$ cat src/rtl/cu_pkg.sv
package cu_pkg;

  typedef enum logic [2:0] {
    ST_IDLE  = 3'd0,
    ST_READ  = 3'd1,
    ST_EXEC  = 3'd2,
    ST_WAITR = 3'd3,
    ST_WRITE = 3'd4,
    ST_DONE  = 3'd5
  } cuState_t;

  // strobes from control to datapath (per-operand capture is a separate vector)
  typedef struct packed {
    logic capIssue;
    logic capResult;
  } cuStrobe_t;

endpackage

$ cat src/rtl/cu_operand_slot.sv
module cu_operand_slot #(
  parameter int unsigned DATA_W = 16
) (
  input  logic              clk,
  input  logic              rst,
  input  logic              clear,
  input  logic              load,
  input  logic [DATA_W-1:0] din,
  output logic [DATA_W-1:0] q
);

  logic [DATA_W-1:0] slotReg;

  always_ff @(posedge clk) begin
    if (rst || clear) slotReg <= '0;
    else if (load)    slotReg <= din;
  end

  assign q = slotReg;

endmodule

$ cat src/rtl/cu_control.sv
module cu_control
  import cu_pkg::*;
#(
  parameter int unsigned NUM_OPS = 2
) (
  input  logic               clk,
  input  logic               rst,
  input  logic               issueValid,
  input  logic [NUM_OPS-1:0] issueOpMask,
  input  logic               issueHasResult,
  input  logic [NUM_OPS-1:0] rdGrant,
  input  logic               pipeReady,
  input  logic               pipeResValid,
  input  logic               wrGrant,
  output logic               busy,
  output logic [NUM_OPS-1:0] rdReq,
  output logic               pipeValid,
  output logic               wrReq,
  output logic               done,
  output cuStrobe_t          strobe,
  output logic [NUM_OPS-1:0] capOperand
);

  cuState_t           state, nextState;
  logic [NUM_OPS-1:0] pendMask;
  logic [NUM_OPS-1:0] pendNext;
  logic               hasRes;

  // operand captures only for bits still pending while reading
  always_comb begin
    capOperand = (state == ST_READ) ? (pendMask & rdGrant) : '0;
    pendNext   = pendMask & ~capOperand;
  end

  always_comb begin
    strobe.capIssue  = (state == ST_IDLE) && issueValid;
    strobe.capResult = (state == ST_WAITR) && pipeResValid;
  end

  always_comb begin
    nextState = state;
    unique case (state)
      ST_IDLE:  if (issueValid) nextState = (issueOpMask == '0) ? ST_EXEC : ST_READ;
      ST_READ:  if (pendNext == '0) nextState = ST_EXEC;
      ST_EXEC:  if (pipeReady) nextState = hasRes ? ST_WAITR : ST_DONE;
      ST_WAITR: if (pipeResValid) nextState = ST_WRITE;
      ST_WRITE: if (wrGrant) nextState = ST_DONE;
      ST_DONE:  nextState = ST_IDLE;
      default:  nextState = ST_IDLE;
    endcase
  end

  always_ff @(posedge clk) begin
    if (rst) begin
      state    <= ST_IDLE;
      pendMask <= '0;
      hasRes   <= 1'b0;
    end else begin
      state <= nextState;
      if (strobe.capIssue) begin
        pendMask <= issueOpMask;
        hasRes   <= issueHasResult;
      end else if (state == ST_READ) begin
        pendMask <= pendNext;
      end
    end
  end

  always_comb begin
    busy      = (state != ST_IDLE);
    rdReq     = (state == ST_READ) ? pendMask : '0;
    pipeValid = (state == ST_EXEC);
    wrReq     = (state == ST_WRITE);
    done      = (state == ST_DONE);
  end

endmodule

$ cat src/rtl/cu_datapath.sv
module cu_datapath
  import cu_pkg::*;
#(
  parameter int unsigned NUM_OPS = 2,
  parameter int unsigned DATA_W  = 16,
  parameter int unsigned OP_W    = 4
) (
  input  logic                      clk,
  input  logic                      rst,
  input  cuStrobe_t                 strobe,
  input  logic [NUM_OPS-1:0]        capOperand,
  input  logic [OP_W-1:0]           issueOp,
  input  logic [NUM_OPS*DATA_W-1:0] rdData,
  input  logic [DATA_W-1:0]         pipeResData,
  output logic [OP_W-1:0]           pipeOp,
  output logic [NUM_OPS*DATA_W-1:0] pipeOperands,
  output logic [DATA_W-1:0]         wrData
);

  logic [OP_W-1:0]   opReg;
  logic [DATA_W-1:0] resultReg;

  always_ff @(posedge clk) begin
    if (rst) begin
      opReg     <= '0;
      resultReg <= '0;
    end else begin
      if (strobe.capIssue)  opReg     <= issueOp;
      if (strobe.capResult) resultReg <= pipeResData;
    end
  end

  for (genvar i = 0; i < NUM_OPS; i++) begin : g_slot
    cu_operand_slot #(.DATA_W(DATA_W)) i_slot (
      .clk   (clk),
      .rst   (rst),
      .clear (strobe.capIssue),
      .load  (capOperand[i]),
      .din   (rdData[i*DATA_W +: DATA_W]),
      .q     (pipeOperands[i*DATA_W +: DATA_W])
    );
  end

  assign pipeOp = opReg;
  assign wrData = resultReg;

endmodule

$ cat src/rtl/compute_unit.sv
module compute_unit
  import cu_pkg::*;
#(
  parameter int unsigned NUM_OPS = 2,
  parameter int unsigned DATA_W  = 16,
  parameter int unsigned OP_W    = 4
) (
  input  logic                      clk,
  input  logic                      rst,
  input  logic                      issueValid,
  input  logic [OP_W-1:0]           issueOp,
  input  logic [NUM_OPS-1:0]        issueOpMask,
  input  logic                      issueHasResult,
  output logic                      busy,
  output logic [NUM_OPS-1:0]        rdReq,
  input  logic [NUM_OPS-1:0]        rdGrant,
  input  logic [NUM_OPS*DATA_W-1:0] rdData,
  output logic                      pipeValid,
  input  logic                      pipeReady,
  output logic [OP_W-1:0]           pipeOp,
  output logic [NUM_OPS*DATA_W-1:0] pipeOperands,
  input  logic                      pipeResValid,
  input  logic [DATA_W-1:0]         pipeResData,
  output logic                      wrReq,
  input  logic                      wrGrant,
  output logic [DATA_W-1:0]         wrData,
  output logic                      done
);

  cuStrobe_t          strobe;
  logic [NUM_OPS-1:0] capOperand;

  cu_control #(.NUM_OPS(NUM_OPS)) i_control (
    .clk            (clk),
    .rst            (rst),
    .issueValid     (issueValid),
    .issueOpMask    (issueOpMask),
    .issueHasResult (issueHasResult),
    .rdGrant        (rdGrant),
    .pipeReady      (pipeReady),
    .pipeResValid   (pipeResValid),
    .wrGrant        (wrGrant),
    .busy           (busy),
    .rdReq          (rdReq),
    .pipeValid      (pipeValid),
    .wrReq          (wrReq),
    .done           (done),
    .strobe         (strobe),
    .capOperand     (capOperand)
  );

  cu_datapath #(.NUM_OPS(NUM_OPS), .DATA_W(DATA_W), .OP_W(OP_W)) i_datapath (
    .clk          (clk),
    .rst          (rst),
    .strobe       (strobe),
    .capOperand   (capOperand),
    .issueOp      (issueOp),
    .rdData       (rdData),
    .pipeResData  (pipeResData),
    .pipeOp       (pipeOp),
    .pipeOperands (pipeOperands),
    .wrData       (wrData)
  );

endmodule

$ cat config.mk
export PLATFORM = sky130hd
export DESIGN_NAME = compute_unit
export DESIGN_NICKNAME = d
export VERILOG_FILES = /design/src/rtl/cu_pkg.sv /design/src/rtl/cu_operand_slot.sv /design/src/rtl/cu_control.sv /design/src/rtl/cu_datapath.sv /design/src/rtl/compute_unit.sv
export SDC_FILE = /design/constraint.sdc
export NUM_CORES = 1
export LEC_CHECK = 0
export ABC_AREA = 0
export BUFFER_PORTS_ARGS = -buffer_cell sky130_fd_sc_hd__buf_2
export CAP_MARGIN = 0
export CORE_ASPECT_RATIO = 0.6
export CORE_UTILIZATION = 40
export CTS_CLUSTER_SIZE = 25
export DETAILED_ROUTE_END_ITERATION = 7
export PLACE_DENSITY = 0.72
export SYNTH_ARGS = -nofsm -noshare
export SYNTH_HDL_FRONTEND = slang
export SYNTH_HIERARCHICAL = 1
export SYNTH_SLANG_ARGS = --single-unit
$ cat constraint.sdc
create_clock -name clk -period 3.1 [get_ports clk]
set_input_delay 0.62 -clock clk [delete_from_list [all_inputs] [get_ports clk]]
set_output_delay 0.62 -clock clk [all_outputs]
set_load 0.05 [all_outputs]
==> Word level (Yosys, flattened, before mapping) <==
Index checks and enable logic that the tools add are counted.
{ "op_classes": {"mux": 12, "eq_ne": 10, "n_reduce_logical": 9, "n_bitwise": 3} }
{ "ops": {"columns": ["cell", "count"], "rows": [
  ["$mux 3", 6],
  ["$pmux 3 s5", 1],
  ["$mux 2", 5],
  ["$eq 3x2->1 const B", 2],
  ["$eq 3x3->1 const B", 2],
  ["$ne 2x2->1 const B", 3],
  ["$reduce_and 5->1", 1],
  ["$and 2x2->2", 2],
  ["$logic_not 2->1", 2],
  ["$ne 2x1->1 const B", 2],
  ["$eq 3x1->1 const B", 1],
  ["$logic_not 3->1", 1],
  ["$reduce_bool 3->1", 1],
  ["$logic_and 1x1->1", 2],
  ["$not 2->2", 1],
  ["$reduce_bool 2->1", 1],
  ["$logic_or 1x1->1", 1]
]} }
{ "word_totals": {"out_inout_bits": 58, "word_cells": 41, "input_bits": 63, "register_bits": 58} }

==> Logic depth before layout (Yosys ltp) <==
{ "logic_depth": {"word_depth": 7, "depth_mapped": 8, "depth_no_buf": 5} }

==> Modules after synthesis <==
Netlist, hierarchy kept.
{ "modules_own_cells": {"columns": ["module", "seq_area_each_um2", "cells_per_inst", "area_per_inst_um2", "instances"], "rows": [
  ["cu_operand_slot", 320.3, 53, 581.8, 2],
  ["cu_datapath", 400.4, 65, 719.4, 1],
  ["cu_control", 120.1, 58, 449.2, 1]
]} }

==> Least setup slack after synthesis <==
No wires, ideal clock.
{ "synth_timing": {"path_kind": "reg-to-reg", "from": "register i_control.state[1]", "to": "register i_datapath.g_slot[0].i_slot.slotReg[10]", "period_less_slack_ps": 1929, "n_path_buf": 3, "stages_incl_launch_ff": 9, "path_slack_ps": 1171, "required_ps": 2984, "setup_ps": 116, "t_arrival_ps": 1813, "cell_sequence": "dfxtp_1 > buf_4 > nor2_4 > and3_1 > and2_1 > buf_4 > buf_6 > mux2i_1 > nor2_1"} }
{ "synth_between": {"word_cells_on_any_way": 5, "classes_between": "1 x eq/ne; 1 x mux; 3 x reduce/logical"} }
{ "synth_rtl": {"columns": ["element", "line_no", "source"], "rows": [
  ["from (decl)", "cu_control.sv:24", "cuState_t state, nextState;"],
  ["from (signal assigned)", "cu_control.sv:59", "state <= nextState;"],
  ["$eq 3x1->1", "cu_control.sv:31", "capOperand = (state == ST_READ) ? (pendMask & rdGrant) : '0;"],
  ["$mux 2", "cu_control.sv:31", null],
  ["net capOperand[0]", "compute_unit.sv:31", "logic [NUM_OPS-1:0] capOperand;"],
  ["to (signal assigned)", "cu_operand_slot.sv:16", "else if (load) slotReg <= din;"],
  ["to (decl)", "cu_operand_slot.sv:12", "logic [DATA_W-1:0] slotReg;"]
]} }
The timed path passes the listed nets, and every way through them passes these cells.
A chain may end at the register's enable or synchronous reset.

==> Final worst setup path <==
{ "layout_timing": {"from": "register i_control.state[0]", "to": "output done"} }
{ "layout_between": {"elab_chain_cells": 1} }
{ "layout_lines": {"columns": ["element", "line_no", "source"], "rows": [
  ["$eq 3x3->1", "cu_control.sv:74", "done = (state == ST_DONE);"],
  ["to (decl)", "compute_unit.sv:27", "output logic done"]
]} }
Every way passes these cells.

==> out/metrics.yaml <==
run_status:
  outcome: "complete, no violations"
sta:
  worst_slew_pin_slew_ns: 0.9051
  slew_violations: 0
  fin_crit_sh: 0.6826
  rsz0062_at_grt: "no"
  max_freq_mhz: 472.6
  hold_ws_ns: 0.4863
  setup_viol: 0
  period_needed_ns: 2.116
  hold_viol: 0
  skew_ns: 0.006296
  max_slew_margin: 0.3966
  fin_tns_setup_ns: 0
worst_setup_path:
  r2r_cells: 4
  critPathArrivalTime_ns: 1.50
  r2r-end: "i_datapath/g_slot[1].i_slot/q[0]"
  reg2reg_slack_ns: 1.02
  cp_max_fo: 14
  crit_path_start_kind: "flip-flop"
  end_kind: "output pin"
  r2r_start: "i_control/state[0]"
  required_ns: 2.48
  critPathKind: "flip-flop to output pin"
drt:
  postRouteAntennaNets: 0
  drt-vias-per-instance: 4.541
  drc: 0
  wl_per_cell_um: 11.96
  vias: 1957
  drt_wl_total_um: 5155
  drt_first_pass_iters: 6
  drtIter0Drc: 55
clock_tree:
  insertion_delay_ns: 0.32
  cts_resized: 0
  htreeDepth: 3
  cts_setup_buffers: 0
  cts_tree: "yes"
  cts-buffers-inserted: 9
  postCtsHoldBufs: 0
  clk_pin_slew_ns: 0.06
  clockBufferDepth: 2
  clk_root_buffer_cell: "clkbuf_8"
  cts.sinks: 58
yosys:
  synth_top_area_share: 0.4979
  syn_area_per_cell_um2: 10.18
  yosysSeqAreaShare: 0.4979
  synth_commonest_cells: "nor2_1 (62), dfxtp_1 (58), mux2i_1 (53), nand2_1 (7), buf_6 (5)"
  synth-edff-count: 0
  synth_largest_area_cell: "dfxtp_1"
  synth-seq-cells: 58
  syn_inst: 229
  syn_nets: 292
  synth_flop_cell: "dfxtp_1"
  synth_area_leaders: "dfxtp_1 (50%), mux2i_1 (23%), nor2_1 (10%)"
  synth.most_common_cell: "nor2_1"
  synthArstFlopShare: 0
  yosysUniqueCellTypes: 28
  synth_area_mm2: 0.002332
  synth.yosys.warnings: 6
place:
  numPlacedInstances: 416
  port_buffers: 120
  gp_congestion: 0.7946
  dpl.hpwl_um: 3853
floorplanning:
  dieArea_mm2: 0.006150
  ioPinCount: 121
  row_count: 21
  die_x_um: 100.6
  coreArea_mm2: 0.005597
  initial_core_util: 0.4167
  die_h_um: 61.15
grt:
  grt_pass1_vias: 1630
  grt_pass1_wl_um: 7790
  antenna_found_initial: 0
  gr-usage-all-layers: 0.1681
  grt_max_degree: 30
  grt_overflow: 0
flow_run:
  drv_cap: 0
final_layout:
  final-instance-count-excl-fill: 431
  fillers: 541
  antenna-diode-count: 0
  drive_above_1_share: 0.4046
  nets: 410
  area_growth_pct: 34.01
worst_hold_path:
  hold_depth: 2
  holdPathEnd: "i_datapath/g_slot[1].i_slot/q[12]"
  min_from: "i_datapath/g_slot[1].i_slot/q[12]"
  min_path_type: "flip-flop to flip-flop"
power:
  cellPowerDensity_mw_per_mm2: 669.6
  peakVddDrop_v: 0.0002782
  p_leak_nw: 1.417
  power_mw: 2.093
worst max-delay path, cell delays in order, from the launching register on:
cell and delay (ns):
dfxtp_1 0.63, inv_2 0.16, nor2_1 0.12, buf_2 0.26
sequential cells by signal, indices dropped and copies added, names as in the netlist:
| name | count |
|---|---|
| i_control/hasRes | 1 |
| i_control/pendMask | 2 |
| i_control/state | 3 |
| i_datapath/g_slot.i_slot/q | 32 |
| i_datapath/pipeOp | 4 |
| i_datapath/wrData | 16 |
routing by layer:
metal | vias to the layer above | GRT usage | wire (um)
met2 | 90 | 0.2436 | 2145
met3 | 6 | 0.09194 | 554
met4 | 0 | 0.06211 | 55
met5 | - | 0 | 0
met1 | 854 | 0.2120 | 2400
li1 | 1007 | - | -
area by class of cell:
cell class	instances	area [um^2]	area share
clock buffers	13	168.9	0.05404
clock inverters	2	35.03	0.01121
inverters	1	3.754	0.001201
multi-input cells	155	1041	0.3331
flip-flops and latches	58	1161	0.3715
well taps	80	100.1	0.03203
repair buffers	122	615.6	0.1970
how the worst max path moves through the flow:
stage / from / to / slack (ns) / cells after the start
6_report: i_control/state[0] / done / 0.98 / 3
3_3_place_gp: i_control/state[0] / i_datapath/g_slot[1].i_slot/q[4] / 1.10 / 4
4_1_cts: i_control/state[0] / done / 0.97 / 3
3_5_place_dp: i_control/state[0] / i_datapath/g_slot[1].i_slot/q[8] / 1.02 / 4
5_1_grt: i_control/state[0] / i_datapath/g_slot[1].i_slot/q[0] / 0.83 / 4
2_1_floorplan: i_control/state[1] / i_datapath/g_slot[0].i_slot/q[10] / 1.17 / 8
cells by family (layout without fill, tap and decap cells):
logic type	Yosys count	after routing	share of synthesized area
buf+inv	16	138	0.05686
flops	58	58	0.4979
compound gates	15	15	0.05579
mux	53	53	0.2275
simple gates	87	87	0.1620
placed cells by master, fill, tap and decap left out:
cell type	instances
nand2_2	1
and2_1	2
a2111oi_2	1
nor2_4	1
mux2i_1	53
o21ai_0	3
nor2_2	1
clkinv_2	1
nand2_1	7
nor2_1	61
clkbuf_8	12
buf_2	120
nor4b_1	1
nor2b_1	4
dfxtp_1	58
or2_1	2
a2bb2oi_1	3
and3_1	3
a32o_1	1
o311ai_4	1
nand2b_1	3
buf_4	2
nor3_1	1
a21oi_1	1
o21ai_1	1
bufinv_16	1
o32ai_1	1
inv_2	1
a31oi_1	3
clkbuf_1	1
metrics by stage:
step                setup WS, ns  utilization  area (um^2)
finish                    0.9839       0.5585         3126
detailed placement         1.016       0.5220         2922
floorplan                  1.171            -         2332
global placement           1.100       0.5220         2922
CTS                       0.9665       0.5585         3126
global route              0.8272       0.5585         3126
report_power, final:
group | switching, mW | internal, mW | leakage (nW)
combinational | 0.351 | 0.184 | 0.843
clock | 0.272 | 0.432 | 0.106
sequential | 0.0646 | 0.790 | 0.469
Power figures use the tool's default switching activity.
